--- config.mk ---
export PLATFORM = sky130hd
export DESIGN_NAME = sram_burst_ctrl
export DESIGN_NICKNAME = d
export VERILOG_FILES = /design/src/rtl/sbc_pkg.sv /design/src/rtl/sbc_addr_seq.sv /design/src/rtl/sbc_deadline.sv /design/src/rtl/sbc_bus_pipe.sv /design/src/rtl/sram_burst_ctrl.sv
export SDC_FILE = /design/constraint.sdc
export NUM_CORES = 1
export LEC_CHECK = 0
export ABC_AREA = 1
export BUFFER_PORTS_ARGS = -buffer_cell sky130_fd_sc_hd__clkbuf_2
export CAP_MARGIN = 20
export CORE_ASPECT_RATIO = 1.1
export CORE_MARGIN = 2
export CORE_UTILIZATION = 33
export DETAILED_ROUTE_END_ITERATION = 12
export GPL_TIMING_DRIVEN = 0
export SLEW_MARGIN = 0
export SYNTH_ARGS = -nofsm -noshare
export SYNTH_HDL_FRONTEND = slang
export SYNTH_SLANG_ARGS = --single-unit
--- constraint.sdc ---
create_clock -name clk -period 3 [get_ports clk]
set_input_delay 0.3 -clock clk [delete_from_list [all_inputs] [get_ports clk]]
set_output_delay 0.3 -clock clk [all_outputs]
set_load 0.02 [all_outputs]
--- src/rtl/sbc_pkg.sv ---
package sbc_pkg;

    // Address phase to data phase distance, in clocks.
    localparam int PIPE_LAT = 2;
    // Consecutive deselected clocks the memory needs.
    localparam int DESEL_CYCLES = 4;

    typedef enum logic [1:0] {
        ST_IDLE   = 2'd0,
        ST_ACCESS = 2'd1,
        ST_FORCE  = 2'd2
    } ctrl_state_e;

    // Low two address bits for a given beat of a four-location group.
    function automatic logic [1:0] burst_low(
        input logic [1:0] start,
        input logic [1:0] idx,
        input logic       interleave
    );
        if (interleave) begin
            return start ^ idx;
        end
        return start + idx;
    endfunction

endpackage

--- src/rtl/sbc_addr_seq.sv ---
module sbc_addr_seq #(
    parameter int AW = 21
) (
    input  logic [AW-1:0] base,
    input  logic [1:0]    beat,
    input  logic          interleave,
    output logic [AW-1:0] addr
);
    // Only the low pair of bits moves; beats past the fourth reuse beat mod 4.
    assign addr = {base[AW-1:2], sbc_pkg::burst_low(base[1:0], beat, interleave)};
endmodule

--- src/rtl/sbc_deadline.sv ---
module sbc_deadline #(
    parameter int DEADLINE = 1600,
    parameter int GUARD    = 14
) (
    input  logic clk,
    input  logic rst_n,
    input  logic desel,
    output logic due
);
    import sbc_pkg::*;

    localparam int CNTW = $clog2(DEADLINE + 1);
    localparam int RUNW = $clog2(DESEL_CYCLES + 1);

    logic [RUNW-1:0] run_q;
    logic [CNTW-1:0] cnt_q;
    logic            settled;

    // This cycle closes a run of at least DESEL_CYCLES deselected clocks.
    assign settled = desel && (run_q >= RUNW'(DESEL_CYCLES - 1));

    always_ff @(posedge clk or negedge rst_n) begin
        if (!rst_n) begin
            run_q <= '0;
        end else if (!desel) begin
            run_q <= '0;
        end else if (run_q != RUNW'(DESEL_CYCLES)) begin
            run_q <= run_q + 1'b1;
        end
    end

    always_ff @(posedge clk or negedge rst_n) begin
        if (!rst_n) begin
            cnt_q <= '0;
        end else if (settled) begin
            cnt_q <= '0;
        end else if (cnt_q != CNTW'(DEADLINE)) begin
            cnt_q <= cnt_q + 1'b1;
        end
    end

    assign due = cnt_q >= CNTW'(DEADLINE - GUARD);

    // the guard band keeps the count below the limit.
    a_r11_deadline_bound: assert property (@(posedge clk) disable iff (!rst_n)
        cnt_q < CNTW'(DEADLINE));

endmodule

--- src/rtl/sbc_bus_pipe.sv ---
module sbc_bus_pipe #(
    parameter int DW = 32
) (
    input  logic          clk,
    input  logic          rst_n,
    input  logic          ph_valid,
    input  logic          ph_write,
    input  logic [DW-1:0] ph_data,
    input  logic [DW-1:0] dq_in,
    output logic [DW-1:0] dq_out,
    output logic          dq_oe,
    output logic          oe_n,
    output logic          rd_valid,
    output logic [DW-1:0] rd_data
);
    import sbc_pkg::*;

    logic          st_v [PIPE_LAT];
    logic          st_w [PIPE_LAT];
    logic [DW-1:0] st_d [PIPE_LAT];

    for (genvar i = 0; i < PIPE_LAT; i++) begin : g_stage
        always_ff @(posedge clk or negedge rst_n) begin
            if (!rst_n) begin
                st_v[i] <= 1'b0;
                st_w[i] <= 1'b0;
                st_d[i] <= '0;
            end else if (i == 0) begin
                st_v[i] <= ph_valid;
                st_w[i] <= ph_write;
                st_d[i] <= ph_data;
            end else begin
                st_v[i] <= st_v[(i == 0) ? 0 : i-1];
                st_w[i] <= st_w[(i == 0) ? 0 : i-1];
                st_d[i] <= st_d[(i == 0) ? 0 : i-1];
            end
        end
    end

    logic wr_phase, rd_phase;
    assign wr_phase = st_v[PIPE_LAT-1] &&  st_w[PIPE_LAT-1];
    assign rd_phase = st_v[PIPE_LAT-1] && !st_w[PIPE_LAT-1];

    assign dq_out = st_d[PIPE_LAT-1];
    assign dq_oe  = wr_phase;
    assign oe_n   = !rd_phase;

    always_ff @(posedge clk or negedge rst_n) begin
        if (!rst_n) begin
            rd_valid <= 1'b0;
            rd_data  <= '0;
        end else begin
            rd_valid <= rd_phase;
            if (rd_phase) begin
                rd_data <= dq_in;
            end
        end
    end

    // write data is driven, outputs disabled, two clocks after its address.
    a_r7_write_phase: assert property (@(posedge clk) disable iff (!rst_n)
        $past(ph_valid && ph_write, 2) |-> (dq_oe && oe_n && dq_out == $past(ph_data, 2)));

    // read phase enables the memory outputs and releases the bus.
    a_r8_read_phase: assert property (@(posedge clk) disable iff (!rst_n)
        $past(ph_valid && !ph_write, 2) |-> (!dq_oe && !oe_n));

    // one captured beat per read phase.
    a_r8_capture: assert property (@(posedge clk) disable iff (!rst_n)
        $past(ph_valid && !ph_write, 2) |=> rd_valid);

endmodule

--- src/rtl/sram_burst_ctrl.sv ---
module sram_burst_ctrl #(
    parameter int AW        = 21,
    parameter int DW        = 32,
    parameter int MAX_BEATS = 8,
    parameter int DEADLINE  = 1600
) (
    input  logic                          clk,
    input  logic                          rst_n,
    input  logic                          burst_mode,
    input  logic                          req_valid,
    output logic                          req_ready,
    input  logic                          req_write,
    input  logic [AW-1:0]                 req_addr,
    input  logic [$clog2(MAX_BEATS)-1:0]  req_len,
    input  logic [MAX_BEATS*DW-1:0]       req_wdata,
    input  logic [MAX_BEATS*(DW/8)-1:0]   req_be,
    output logic                          rd_valid,
    output logic [DW-1:0]                 rd_data,
    output logic [AW-1:0]                 sram_addr,
    output logic                          sram_ld_n,
    output logic                          sram_ce_n,
    output logic                          sram_we_n,
    output logic [DW/8-1:0]               sram_bw_n,
    output logic                          sram_oe_n,
    output logic [DW-1:0]                 sram_dq_out,
    output logic                          sram_dq_oe,
    input  logic [DW-1:0]                 sram_dq_in
);
    import sbc_pkg::*;

    localparam int NB    = DW / 8;
    localparam int CW    = $clog2(MAX_BEATS);
    // Longest burst plus forced deselect plus margin.
    localparam int GUARD = MAX_BEATS + DESEL_CYCLES + 2;

    ctrl_state_e state_q, state_d;

    logic [CW-1:0]           beat_q, len_q;
    logic [AW-1:0]           base_q;
    logic                    wr_q;
    logic [MAX_BEATS*DW-1:0] wdata_q;
    logic [MAX_BEATS*NB-1:0] be_q;
    logic [1:0]              fcnt_q;

    logic          due;
    logic          accept;
    logic          last_beat;
    logic [AW-1:0] seq_addr;
    logic          ph_valid;
    logic [DW-1:0] ph_data;

    assign accept    = (state_q == ST_IDLE) && !due && req_valid;
    assign last_beat = (state_q == ST_ACCESS) && (beat_q == len_q);

    // Next state.
    always_comb begin
        state_d = state_q;
        unique case (state_q)
            ST_IDLE: begin
                if (due) begin
                    state_d = ST_FORCE;
                end else if (req_valid) begin
                    state_d = ST_ACCESS;
                end
            end
            ST_ACCESS: begin
                if (beat_q == len_q) begin
                    state_d = due ? ST_FORCE : ST_IDLE;
                end
            end
            ST_FORCE: begin
                if (fcnt_q == 2'(DESEL_CYCLES - 1)) begin
                    state_d = ST_IDLE;
                end
            end
            default: state_d = ST_IDLE;
        endcase
    end

    // State register.
    always_ff @(posedge clk or negedge rst_n) begin
        if (!rst_n) begin
            state_q <= ST_IDLE;
        end else begin
            state_q <= state_d;
        end
    end

    // Request holding registers and beat / forced-deselect counters.
    always_ff @(posedge clk or negedge rst_n) begin
        if (!rst_n) begin
            beat_q  <= '0;
            len_q   <= '0;
            base_q  <= '0;
            wr_q    <= 1'b0;
            wdata_q <= '0;
            be_q    <= '0;
            fcnt_q  <= '0;
        end else begin
            if (accept) begin
                beat_q  <= '0;
                len_q   <= req_len;
                base_q  <= req_addr;
                wr_q    <= req_write;
                wdata_q <= req_wdata;
                be_q    <= req_be;
            end else if ((state_q == ST_ACCESS) && !last_beat) begin
                beat_q <= beat_q + 1'b1;
            end
            if (state_q == ST_FORCE) begin
                fcnt_q <= fcnt_q + 1'b1;
            end else begin
                fcnt_q <= '0;
            end
        end
    end

    sbc_addr_seq #(.AW(AW)) u_addr_seq (
        .base       (base_q),
        .beat       (beat_q[1:0]),
        .interleave (burst_mode),
        .addr       (seq_addr)
    );

    sbc_deadline #(.DEADLINE(DEADLINE), .GUARD(GUARD)) u_deadline (
        .clk   (clk),
        .rst_n (rst_n),
        .desel (sram_ce_n),
        .due   (due)
    );

    // Outputs from the registered state.
    always_comb begin
        req_ready = 1'b0;
        sram_ce_n = 1'b1;
        sram_ld_n = 1'b0;
        sram_we_n = 1'b1;
        sram_bw_n = '1;
        sram_addr = seq_addr;
        ph_valid  = 1'b0;
        ph_data   = wdata_q[beat_q*DW +: DW];
        unique case (state_q)
            ST_IDLE: begin
                req_ready = !due;
            end
            ST_ACCESS: begin
                sram_ce_n = 1'b0;
                sram_ld_n = (beat_q != '0);
                sram_we_n = !wr_q;
                if (wr_q) begin
                    sram_bw_n = ~be_q[beat_q*NB +: NB];
                end
                ph_valid = 1'b1;
            end
            ST_FORCE: begin
                req_ready = 1'b0;
            end
            default: begin
                req_ready = 1'b0;
            end
        endcase
    end

    sbc_bus_pipe #(.DW(DW)) u_bus_pipe (
        .clk      (clk),
        .rst_n    (rst_n),
        .ph_valid (ph_valid),
        .ph_write (wr_q),
        .ph_data  (ph_data),
        .dq_in    (sram_dq_in),
        .dq_out   (sram_dq_out),
        .dq_oe    (sram_dq_oe),
        .oe_n     (sram_oe_n),
        .rd_valid (rd_valid),
        .rd_data  (rd_data)
    );

    // a burst, once started, keeps issuing advance beats until its last.
    a_r2_burst_contig: assert property (@(posedge clk) disable iff (!rst_n)
        ((state_q == ST_ACCESS) && (beat_q != len_q)) |=> (!sram_ce_n && sram_ld_n));

    // the bus is quiet two clocks after any deselected cycle.
    a_r9_quiet_after_desel: assert property (@(posedge clk) disable iff (!rst_n)
        $past(sram_ce_n, 2) |-> (!sram_dq_oe && sram_oe_n));

    // a due deselect starts right after the final beat, with ready held low.
    a_r12_force_after_burst: assert property (@(posedge clk) disable iff (!rst_n)
        (last_beat && due) |=> ((state_q == ST_FORCE) && !req_ready));

    // the burst-order strap stays put out of reset.
    a_r13_mode_stable: assert property (@(posedge clk) disable iff (!rst_n)
        $stable(burst_mode));

endmodule

Yosys cells after proc, flatten, opt, wreduce, memory -nomap -nowiden
Index checks and enable logic that the tools add are counted.
{"block": "word_totals", "reg_bits": 435, "input_bits": 349, "word_cells": 79}
{"block": "op_classes", "add_sub_neg": 5, "order_cmp": 2, "eq_ne": 9, "shift": 2, "n_mux": 23, "bitwise": 2, "reduce_logical": 18}
{"op": "$shiftx 256x9->32", "count": 1}
{"op": "$shiftx 32x6->4", "count": 1}
{"op": "$mux 11", "count": 2}
{"op": "$mux 2", "count": 8}
{"op": "$mux 3", "count": 4}
{"op": "$add 11x1->11 const B", "count": 1}
{"op": "$ge 11x11->1 const B", "count": 1}
{"op": "$ne 11x11->1 const B", "count": 1}
{"op": "$mux 4", "count": 2}
{"op": "$logic_and 1x1->1", "count": 7}
{"op": "$add 3x1->3 const B", "count": 2}
{"op": "$mux 1", "count": 6}
{"op": "$ne 3x3->1 const B", "count": 2}
{"op": "$pmux 2 s3", "count": 1}
{"op": "$reduce_bool 2->1", "count": 3}
{"op": "$logic_not 1->1", "count": 5}
{"op": "$eq 2x2->1 const B", "count": 2}
{"op": "$ne 2x2->1 const B", "count": 2}
{"op": "$not 4->4", "count": 1}
{"op": "$eq 3x3->1", "count": 1}
{"op": "$ge 3x2->1 const B", "count": 1}
{"op": "$reduce_and 3->1", "count": 1}
{"op": "$reduce_bool 3->1", "count": 1}
{"op": "$add 2x1->2 const B", "count": 1}
{"op": "4 further kinds", "count": 4}

Longest topological paths before layout
Gate-level depths: netlist of the first run.
{"block": "logic_depth", "ltp_word": 6, "mapped_depth": 12, "ltp_nobuf": 9}

Hierarchy
From an unflattened synthesis of the first run, not the netlist that was laid out.
{"block": "unflattened", "cells_unflattened": 2334, "area_unflattened_um2": 19521.2}
{"mod": "sram_burst_ctrl", "instances": 1, "cells_each": 1934, "area_each_um2": 15078.2, "seq_area_each_um2": 8007.7}
{"mod": "sbc_bus_pipe", "instances": 1, "cells_each": 244, "area_each_um2": 3328.2, "seq_area_each_um2": 2527.4}
{"mod": "sbc_deadline", "instances": 1, "cells_each": 122, "area_each_um2": 904.6, "seq_area_each_um2": 350.3}
{"mod": "sbc_addr_seq", "instances": 1, "cells_each": 34, "area_each_um2": 210.2, "seq_area_each_um2": 0.0}

Least setup slack after synthesis of the first run
No wires, ideal clock.
{"block": "synth_path", "path_kind": "reg-to-output", "from": "register beat_q[0]", "to": "output port sram_ld_n", "t_arrival_ns": 1.516, "required_time_ns": 2.700, "slack_ns": 1.184, "stages_incl_launch_ff": 7, "n_path_buf": 3, "path_cell_list": "dfrtp_1 -> buf_2 -> inv_1 -> buf_2 -> clkbuf_1 -> ha_1 -> a21oi_1"}
{"block": "synth_between", "elab_chain_cells": 2}
{"element": "start, declared", "line": "sram_burst_ctrl.sv:38", "source": "logic [CW-1:0] beat_q, len_q;"}
{"element": "start signal, assigned", "line": "sram_burst_ctrl.sv:108", "source": "beat_q <= beat_q + 1'b1;"}
{"element": "$reduce_bool 3->1", "line": "sram_burst_ctrl.sv:148", "source": "sram_ld_n = (beat_q != '0);"}
{"element": "$mux 1", "line": "sram_burst_ctrl.sv:142", "source": "unique case (state_q)"}
{"element": "end, declared", "line": "sram_burst_ctrl.sv:20", "source": "output logic sram_ld_n,"}
No other way between the ends.

Worst setup path in the final report of the first run
{"block": "layout_path", "from": "register beat_q[1]", "to": "output port sram_bw_n[2]"}
{"block": "layout_between", "elab_chain_cells": 4}
{"element": "$shiftx 32x6->4", "line": "sram_burst_ctrl.sv:151", "source": "sram_bw_n = ~be_q[beat_q*NB +: NB];"}
{"element": "$not 4->4", "line": "sram_burst_ctrl.sv:151"}
{"element": "$mux 4", "line": "sram_burst_ctrl.sv:150", "source": "if (wr_q) begin"}
{"element": "$mux 4", "line": "sram_burst_ctrl.sv:142"}
{"element": "end, declared", "line": "sram_burst_ctrl.sv:23", "source": "output logic [DW/8-1:0] sram_bw_n,"}
No other way between the ends.

==> results of run 1 <==
-- worst min path at each step --
stage                                  startpoint                              end  slack [ns]  cells past startpoint
floorplan                                   rst_n            base_q[0]$_DFFE_PN0P_       0.004                      0
CTS                                     req_valid           state_q[1]$_DFFE_PN0P_        0.19                      5
detailed placement  u_bus_pipe.st_d[47]$_DFF_PN0_  u_bus_pipe.dq_out[15]$_DFF_PN0_        0.33                      0
global route                            req_valid           state_q[1]$_DFFE_PN0P_        0.23                      5
finish                                  req_valid           state_q[1]$_DFFE_PN0P_        0.22                      5
global placement     u_bus_pipe.st_v[1]$_DFF_PN0_     u_bus_pipe.st_v[0]$_DFF_PN0_        0.33                      0
-- flip-flops by register name (all words and copies together) (netlist names), 3 cells and up --
register	flops
len_q	3
beat_q	3
be_q	32
base_q	21
u_deadline.cnt_q	11
wdata_q	256
u_bus_pipe.st_d	32
u_bus_pipe.rd_data	32
u_bus_pipe.dq_out	32
u_deadline.run_q	3
-- routing by layer --
metal	part of all wire, %	up-vias
met5	0	-
met4	4.2	0
met3	6.5	170
met2	48	757
met1	41	8957
li1	-	8740
-- synthesized netlist by cell type, drive strengths merged --
cell    count  share of area, %
nor3        3             0.080
o21ai     154               4.1
inv        33              0.66
nand3b      1             0.040
nand4       3              0.10
o21bai      1             0.040
clkbuf     51               1.0
o22ai      68               2.3
xnor2       2             0.093
nand3      22              0.68
clkinv      1             0.020
nand2    1160                23
dfrtp     435                58
o211ai      8              0.32
xor2        3              0.14
ha         10              0.67
nor2      171               3.5
a21oi       9              0.24
buf       132               4.8
-- report_power, final --
group	leakage (uW)	switching, uW	internal, uW
clock	0.000783	2490	3390
sequential	0.00538	1520	8670
combinational	0.00828	7460	3910
-- per-stage QoR --
stage          area [um^2]  setup slack (ns)
6_report             27100             0.113
4_1_cts              27100           -0.0152
3_3_place_gp         21900             -8.20
2_1_floorplan        18800              1.18
5_1_grt              27100           0.00693
3_5_place_dp         22100             0.278
-- critical path: stages, from the launching register on --
cell	delay, ns
dfrtp_1	0.35
buf_2	0.22
clkbuf_1	0.70
nor2_1	0.12
o21ai_0	0.11
o211ai_1	0.12
o211ai_1	0.17
clkbuf_2	0.22
-- area by class of cell --
class / count / area, um^2
inverter: 34 / 131
sequential: 435 / 10900
tap: 744 / 931
buffer: 180 / 1100
timing repair buffer: 798 / 5830
antenna: 1 / 2.50
multi-input combinational: 1615 / 6670
clock inverter: 15 / 138
clock buffer: 72 / 1430
fill: 5248 / 29000
-- cell families (layout without fill, tap and decap cells) --
kind of cell	Yosys count	after routing	share of synthesized area (%)
other	0	1	0
AO/OA/AOI/OAI	240	240	6.97
AND/OR/NAND/NOR	1360	1360	27.6
buffers and inverters	217	1099	6.54
flip-flops	435	435	57.9
adder cells (fa/ha/maj)	10	10	0.666
XOR/XNOR	5	5	0.233
-- timing repair --
item	4_1_cts	5_1_grt
gates cloned	0	0
resized for setup	4	2
endpoints found under the setup margin	5	5
buffers inserted	0	4
hold endpoints to repair	415	0
pin swaps	0	0
hold buffers	346	0
==> impl_metrics.toml, run 1 <==
[grt]
grt_antenna_before_repair = 0
grt_pass1_wl_um = 109000
gr-usage-met3_pct = 4.16
grt_usage_pct = 24.6
gr-total-overflow = 0
met1_usage_pct = 31.5
first_global_vias = 18700
grt_max_degree = 117
use_met2_pct = 41.1
busiest_layer = "met2"

[floorplanning]
die_y_um = 254
die_w_um = 231
rows = 91
die_area_um2 = 58900
num_io_pins = 445
core_area_um2 = 56100
start_util_pct = 33.5

[clock_network]
clkLatencyLatePin_ns = 0.60
clkSlewWorstSetupHoldPaths_ns = 0.06
htreeDepth = 2
clockRootBuffer = "clkbuf_16"
clock-sinks = 435
numCtsBuffers = 48
cts_tree = "built"
clock_path_buffers = 3

[worst_setup_path]
reg2reg_slack_ns = 0.14
rr_endpoint = "u_bus_pipe.st_d[55]$_DFF_PN0_"
crit_type = "reg2out"
worstPathArrival_ns = 2.59
cp-endpoint = "sram_bw_n[2]"
reg2reg_from = "beat_q[0]$_DFFE_PN0P_"
worstPathRequired_ns = 2.70
crit_start = "beat_q[1]$_DFFE_PN0P_"
start_kind = "register"
reg2reg_depth = 8
worstSetupEndpointType = "output pin"
worst-path-max-fanout = 10

[power]
ir_drop_v = 0.000430
p_leak_uw = 0.0144
total_power_uw = 27400
power.density_nw_per_um2 = 1010

[synth]
syn-num-nets = 2626
syn-cell-area_um2 = 18800
syn_area_per_cell_um2 = 8.29
synth_seq_cells = 435
syn-instance-count = 2267
synth.distinct_cells = 29
ys_seq_area_share_pct = 57.9
synth_warnings = 0

[routing]
first_pass_iters = 5
wl_per_cell_um = 19.0
postRouteAntennaNets = 0
drt_iter0_markers = 1437
drc = 0
drt-total-wl_um = 74000
vias = 18600
vias_per_cell = 4.78

[sta]
final.setup.tns_ns = 0
post-route-min-period_ns = 2.89
hold_viol = 0
worst_slew_pin_slew_ns = 0.954
setup_viol_count_final = 0
hold_ws_ns = 0.225
relSlewSlack_pct = 36.4
fmax_ghz = 0.346
finalMaxSlewViolations = 0
finClkSkew_ns = 0.0242
rsz0062_at_grt = "no"
period_share_pct = 96.2

[placement]
placed_cells = 3459
hpwl_um = 51900
gp_congestion = 0.888
portBuffers = 444

[cells_and_area]
drive_above_1_share_pct = 21.1
area_growth_pct = 44.4
final_cells = 3894
fin_util_pct = 48.3
final_cell_mix = "nand2_1, clkbuf_2, dfrtp_1, dlygate4sd3_1, nor2_1"
mostFrequentLayoutCell = "nand2_1"
fin_nets = 3471

[status]
status = "finished, final reports clean"

[job]
cap_violations = 0

[worst_hold_path]
hold_path_class = "in2reg"
Note: power is estimated with default switching activity, not from simulation.
==> inputs of run 2 (changes only) <==
--- a/config.mk
+++ b/config.mk
@@ -6,6 +6,7 @@
 export NUM_CORES = 1
 export LEC_CHECK = 0
 export ABC_AREA = 1
+export ABC_CLOCK_PERIOD_IN_PS = 3000
 export BUFFER_PORTS_ARGS = -buffer_cell sky130_fd_sc_hd__clkbuf_2
 export CAP_MARGIN = 20
 export CORE_ASPECT_RATIO = 1.1
@@ -16,4 +17,5 @@
 export SLEW_MARGIN = 0
 export SYNTH_ARGS = -nofsm -noshare
 export SYNTH_HDL_FRONTEND = slang
+export SYNTH_HIERARCHICAL = 1
 export SYNTH_SLANG_ARGS = --single-unit
==> run 2 against run 1 <==
  * Maximum frequency up 2.3%
  * Global-route usage is 0.33 points higher
  * Critical path depth grew 1
  * Clock power increased by 5.6%
  * Die area rose by 3.9%
  * Critical path type unchanged
  * Largest cell class unchanged
==> impl_metrics.toml, run 2 <==
[cells_and_area]
top_register = "wdata_q"
final_cells = 3977
largest_reg_flops = 256
area_growth_pct = 42.9
fin_nets = 3534
drive_above_1_share_pct = 22.4
mostFrequentLayoutCell = "nand2_1"
final_cell_mix = "nand2_1, clkbuf_2, dfrtp_1, nand3_1, dlygate4sd3_1"
fin_util_pct = 47.7

[sta]
finClkSkew_ns = 0.0206
hold_viol = 0
worst_slew_pin_slew_ns = 0.971
relSlewSlack_pct = 35.3
final.setup.tns_ns = 0
finalMaxSlewViolations = 0
post-route-min-period_ns = 2.82
fmax_ghz = 0.354
period_share_pct = 94.1
rsz0062_at_grt = "no"
setup_viol_count_final = 0

[synth]
yosysTopAreaCell = "dfrtp_1"
syn-num-nets = 2693
syn-cell-area_um2 = 19500
ys_top_cells_by_count = "nand2_1, dfrtp_1, nand3_1"
yosys.area.top_type_share_pct = 55.8
synth_area_leaders = "dfrtp_1, nand2_1, nand3_1"
synth_edf_count = 0
yosysMostFrequentCell = "nand2_1"
ys_seq_area_share_pct = 55.8
syn_area_per_cell_um2 = 8.36
synth_seq_cells = 435
syn-instance-count = 2334
async_flop_share_pct = 100
synthFlopType = "dfrtp_1"
synth_warnings = 6
synth.distinct_cells = 33

[grt]
grt_max_degree = 106
grt_antenna_before_repair = 1
gr-total-overflow = 0
first_global_vias = 19500
grt_pass1_wl_um = 116000
grt_usage_pct = 24.9

[worst_hold_path]
hold_path_class = "in2reg"

[clock_network]
clock_path_buffers = 3
htreeDepth = 2
clkSlewWorstSetupHoldPaths_ns = 0.06
numCtsBuffers = 49
clkLatencyLatePin_ns = 0.59
cts_tree = "built"
clock-sinks = 435
post_cts_buffers = 0
clockRootBuffer = "clkbuf_16"

[routing]
wl_per_cell_um = 19.4
drt_iter0_markers = 1724
postRouteAntennaNets = 0
first_pass_iters = 5
vias = 19600
vias_per_cell = 4.92
drt-total-wl_um = 77300
drc = 0

[job]
cap_violations = 0

[floorplanning]
core_area_um2 = 58500
rows = 93
num_io_pins = 445
die_y_um = 259
die_area_um2 = 61100
die_w_um = 236
start_util_pct = 33.4

[placement]
portBuffers = 443
placed_cells = 3541
gp_congestion = 0.886
hpwl_um = 54100

[worst_setup_path]
cp_slowest_cell = "dfrtp_1"
max_stage_delay_ns = 0.55
worstPathCellList = "buf_6 -> inv_4 -> buf_6 -> buf_6 -> o21ai_0 -> o211ai_1 -> nand3_1 -> clkbuf_2"
crit_type = "reg2out"
worstSetupEndpointType = "output pin"
crit_top_cell = "buf_6"
worstPathArrival_ns = 2.52
worst-path-max-fanout = 10
start_kind = "register"
worstPathRequired_ns = 2.70

[power]
total_power_uw = 28300
p_leak_uw = 0.0146
ir_drop_v = 0.000414
power.density_nw_per_um2 = 1010

[status]
status = "finished, final reports clean"
run 2: changes by cell type in the layout (fill, tap and decap cells not counted), sizes merged, moves of 3 or more:
| cell | change |
|---|---|
| nand3 | +350 |
| nand2 | -327 |
| buf | +34 |
| inv | +7 |
| nor2 | +7 |
| diode | +5 |
| bufinv | +4 |
| o22ai | -4 |
| dlygate4sd3 | -3 |
run 2: critical path: cells and delay by family, from the launching register on:
family,cells,cell delay [ns]
compound gates,2,0.47
buf+inv,5,0.79
flops,1,0.55
simple gates,1,0.12
run 2: timing repair:
item                       in CTS  in global routing
setup endpoints to repair       5                  3
hold endpoints to repair      414                  0
hold buffers                  343                  0
resized for setup               2                  2
run 2: final timing paths:
kind,start,endpoint,slack [ns],cells after the start
min reg2reg,u_bus_pipe/st_v[1]$_DFF_PN0_,u_bus_pipe/st_v[0]$_DFF_PN0_,0.35,0
min in group asynchronous,rst_n,base_q[12]$_DFFE_PN0P_,0.28,2
max in group asynchronous,rst_n,wdata_q[44]$_DFFE_PN0P_,1.04,5
max,beat_q[0]$_DFFE_PN0P_,sram_bw_n[0],0.18,8
max reg2reg,u_deadline/cnt_q[0]$_DFFE_PN0P_,wdata_q[142]$_DFFE_PN0P_,0.56,13
min,req_wdata[70],wdata_q[70]$_DFFE_PN0P_,0.03,3
run 2: cells by family (layout without fill, tap and decap cells):
kind of cell    count (synthesis)  count (layout)  synth area share [%]
compound gates                234             234                  6.55
buf+inv                       262            1139                  7.32
xor+xnor                        3               3                 0.135
fa+ha+maj                      10              10                 0.641
flops                         435             435                  55.8
simple gates                 1390            1390                  29.6
other cells                     0               6                     0
run 2: routing by layer:
| metal | wire length, um | part of all wire [%] | up-vias | track usage (%) |
|---|---|---|---|---|
| met2 | 36000 | 47 | 817 | 40.5 |
| met5 | 0 | 0 | - | 0 |
| met1 | 33200 | 43 | 9326 | 33.2 |
| met4 | 3310 | 4.3 | 0 | 10.7 |
| met3 | 4740 | 6.1 | 192 | 3.74 |
| li1 | - | - | 9235 | - |
run 2: power breakdown:
group          switching (uW)  internal (uW)  leakage (uW)
combinational            7710           4200       0.00838
sequential               1530           8640       0.00539
clock                    2530           3680      0.000803
run 2: per-stage QoR:
stage | hold slack [ns] | worst slack, ns | instance area, um^2
after CTS | 0.00629 | 0.0386 | 27900
after detailed placement | 0.335 | 0.484 | 22800
final | 0.0301 | 0.178 | 27900
after global routing | 0.000489 | 0.0527 | 27900
after global placement | 0.333 | -8.78 | 22700
after floorplan | 0.00441 | 1.24 | 19500
run 2: layout make-up:
type,count,area [um^2]
sequential,435,10900
multi-input combinational,1637,7210
timing repair buffer,790,5770
clock buffer,67,1400
tap,760,951
buffer,222,1280
clock inverter,20,240
antenna,6,15.0
inverter,40,155
fill,5633,30600
==> inputs of run 3 (changes only) <==
--- a/config.mk
+++ b/config.mk
@@ -6,7 +6,7 @@
 export NUM_CORES = 1
 export LEC_CHECK = 0
 export ABC_AREA = 1
-export ABC_CLOCK_PERIOD_IN_PS = 3000
+export ABC_CLOCK_PERIOD_IN_PS = 2500
 export BUFFER_PORTS_ARGS = -buffer_cell sky130_fd_sc_hd__clkbuf_2
 export CAP_MARGIN = 20
 export CORE_ASPECT_RATIO = 1.1
==> constraint.sdc (replaced) <==
create_clock -name clk -period 2.5 [get_ports clk]
set_input_delay 0.25 -clock clk [delete_from_list [all_inputs] [get_ports clk]]
set_output_delay 0.25 -clock clk [all_outputs]
set_load 0.02 [all_outputs]
==> run 3 against run 2 <==
  * Sequential share of layout area shrank 0.18 points
  * First-iteration DRC count shrank 2.1%
  * Total power grew 21%
  * Register-to-register slack lost 0.35 ns
  * Global-route usage grew 0.074 points
  * Critical path depth is the same
  * Non-clock buffer count grew 7
  * Hold slack gained 0.19 ns
  * Count of clock-buffer cells in the layout is the same
==> impl_metrics.toml, run 3 (same netlist as run 2, synthesis figures left out) <==
[sta]
rsz0062_at_grt = "no"
fmax_ghz = 0.414
setup_viol_count_final = 0
period_share_pct = 96.6
finalWorstSetupSlack_ns = 0.0846
finalMaxSlewViolations = 0
worst_slew_pin_slew_ns = 0.965
hold_viol = 0
relSlewSlack_pct = 35.7
post-route-min-period_ns = 2.42
finClkSkew_ns = 0.0192

[routing]
vias_per_cell = 4.94
first_pass_iters = 5
drt_iter0_markers = 1687
postRouteAntennaNets = 0
wl_per_cell_um = 19.5
drc = 0
drt-total-wl_um = 77700
vias = 19700

[worst_setup_path]
crit_top_cell = "buf_8"
worstPathRequired_ns = 2.25
worst-path-max-fanout = 10
max_stage_delay_ns = 0.40
path_buf_inv = 5
worstPathArrival_ns = 2.17
cp_slowest_cell = "dfrtp_2"
start_kind = "register"
reg2reg_slack_ns = 0.21
worstSetupEndpointType = "output pin"
worstPathCellList = "buf_8 -> inv_4 -> buf_12 -> buf_8 -> o21ai_0 -> o211ai_1 -> nand3_1 -> clkbuf_2"
crit_type = "reg2out"
cp_top_family = "buffers and inverters"
reg2reg_depth = 13
cp.depth = 8

[cells_and_area]
final_cell_mix = "nand2_1, clkbuf_2, dfrtp_1, nand3_1, dlygate4sd3_1"
nFillCells = 5620
drive_above_1_share_pct = 22.7
area_growth_pct = 43.6
largest_reg_flops = 256
top_register = "wdata_q"
mostFrequentLayoutCell = "nand2_1"
fin_nets = 3541

[placement]
gp_congestion = 0.886
portBuffers = 443
hpwl_um = 54100
post-place-ws_ns = 0.0345

[clock_network]
clock_path_buffers = 3
clkSlewWorstSetupHoldPaths_ns = 0.06
htreeDepth = 2
numCtsBuffers = 49
clockRootBuffer = "clkbuf_16"
clkLatencyLatePin_ns = 0.59
cts_tree = "built"
clock-sinks = 435

[floorplanning]
rows = 93
num_io_pins = 445
die_area_um2 = 61100
die_y_um = 259
die_w_um = 236
core_area_um2 = 58500
start_util_pct = 33.4

[power]
power.density_nw_per_um2 = 1220
p_sw_share_pct = 41.5
p_clk_share_pct = 21.8
total_power_uw = 34200
power_frac_seq_pct = 35.7
intPower_uw = 20000
p_comb_share_pct = 42.4
ir_drop_v = 0.000495
p_leak_uw = 0.0146
switching_power_uw = 14200

[grt]
gr-total-overflow = 0
grt_usage_pct = 25.0
first_global_vias = 19500
grt_max_degree = 106
grt_antenna_before_repair = 1
grt_pass1_wl_um = 116000

[status]
status = "finished, final reports clean"

[job]
cap_violations = 0

[worst_hold_path]
hold_path_class = "in2async"
-- run 3: changes by cell type in the layout (fill, tap and decap cells not counted), sizes merged --
cell and change:
diode -1, dlygate4sd3 +3, clkbuf -1, buf +5
-- run 3: power by group through the flow --
stage	clock, uW	sequential [uW]	combinational (uW)
after detailed placement	0	12200	13700
final	7460	12200	14500
after global routing	7890	12600	16000
after CTS	7620	12100	14300
after floorplan	0	12000	8840
after global placement	0	12200	13500
-- run 3: what timing repair did --
action                                  4_1_cts  5_1_grt
hold endpoints to repair                    417        0
gates resized for setup                      21       14
endpoints found under the setup margin        7       45
pin swaps                                     1        0
hold buffers                                346        0
setup buffers                                 1        4
-- run 3: final cells by class --
class	count	area [um^2]	share of cell area, %
timing repair buffer	798	5840	20.8
tap	760	951	3.39
clock inverter	20	240	0.857
antenna	5	12.5	0.0446
inverter	40	158	0.562
multi-input combinational	1637	7230	25.8
clock buffer	67	1400	4.98
sequential	435	10900	38.8
buffer	221	1320	4.71
-- run 3: worst paths after layout --
| kind | start | endpoint |
|---|---|---|
| worst min-delay path | rst_n | base_q[12]$_DFFE_PN0P_ |
| worst max-delay path | beat_q[0]$_DFFE_PN0P_ | sram_bw_n[2] |
| worst max register to register | u_deadline/cnt_q[0]$_DFFE_PN0P_ | wdata_q[142]$_DFFE_PN0P_ |
| max in group asynchronous | rst_n | wdata_q[45]$_DFFE_PN0P_ |
| min in group clk | req_valid | state_q[1]$_DFFE_PN0P_ |
| worst min register to register | u_bus_pipe/st_d[49]$_DFF_PN0_ | u_bus_pipe/dq_out[17]$_DFF_PN0_ |
-- run 3: through the flow --
stage	hold slack (ns)	setup TNS, ns	area [um^2]	cells	util (%)
6_report	0.225	0	28000	3983	47.9
2_1_floorplan	-0.0456	0	19500	2334	-
5_1_grt	0.279	0	28000	3979	47.9
3_5_place_dp	0.309	0	22800	3541	39.0
4_1_cts	0.207	0	28000	3974	47.8
3_3_place_gp	0.333	-3989.82	22700	3537	38.8
-- run 3: metal layers --
| layer | global-route usage [%] | share of wire, % |
|---|---|---|
| met1 | 33.5 | 43 |
| met4 | 10.4 | 4.2 |
| met5 | 0 | 0 |
| met3 | 3.60 | 6.0 |
| met2 | 40.7 | 47 |
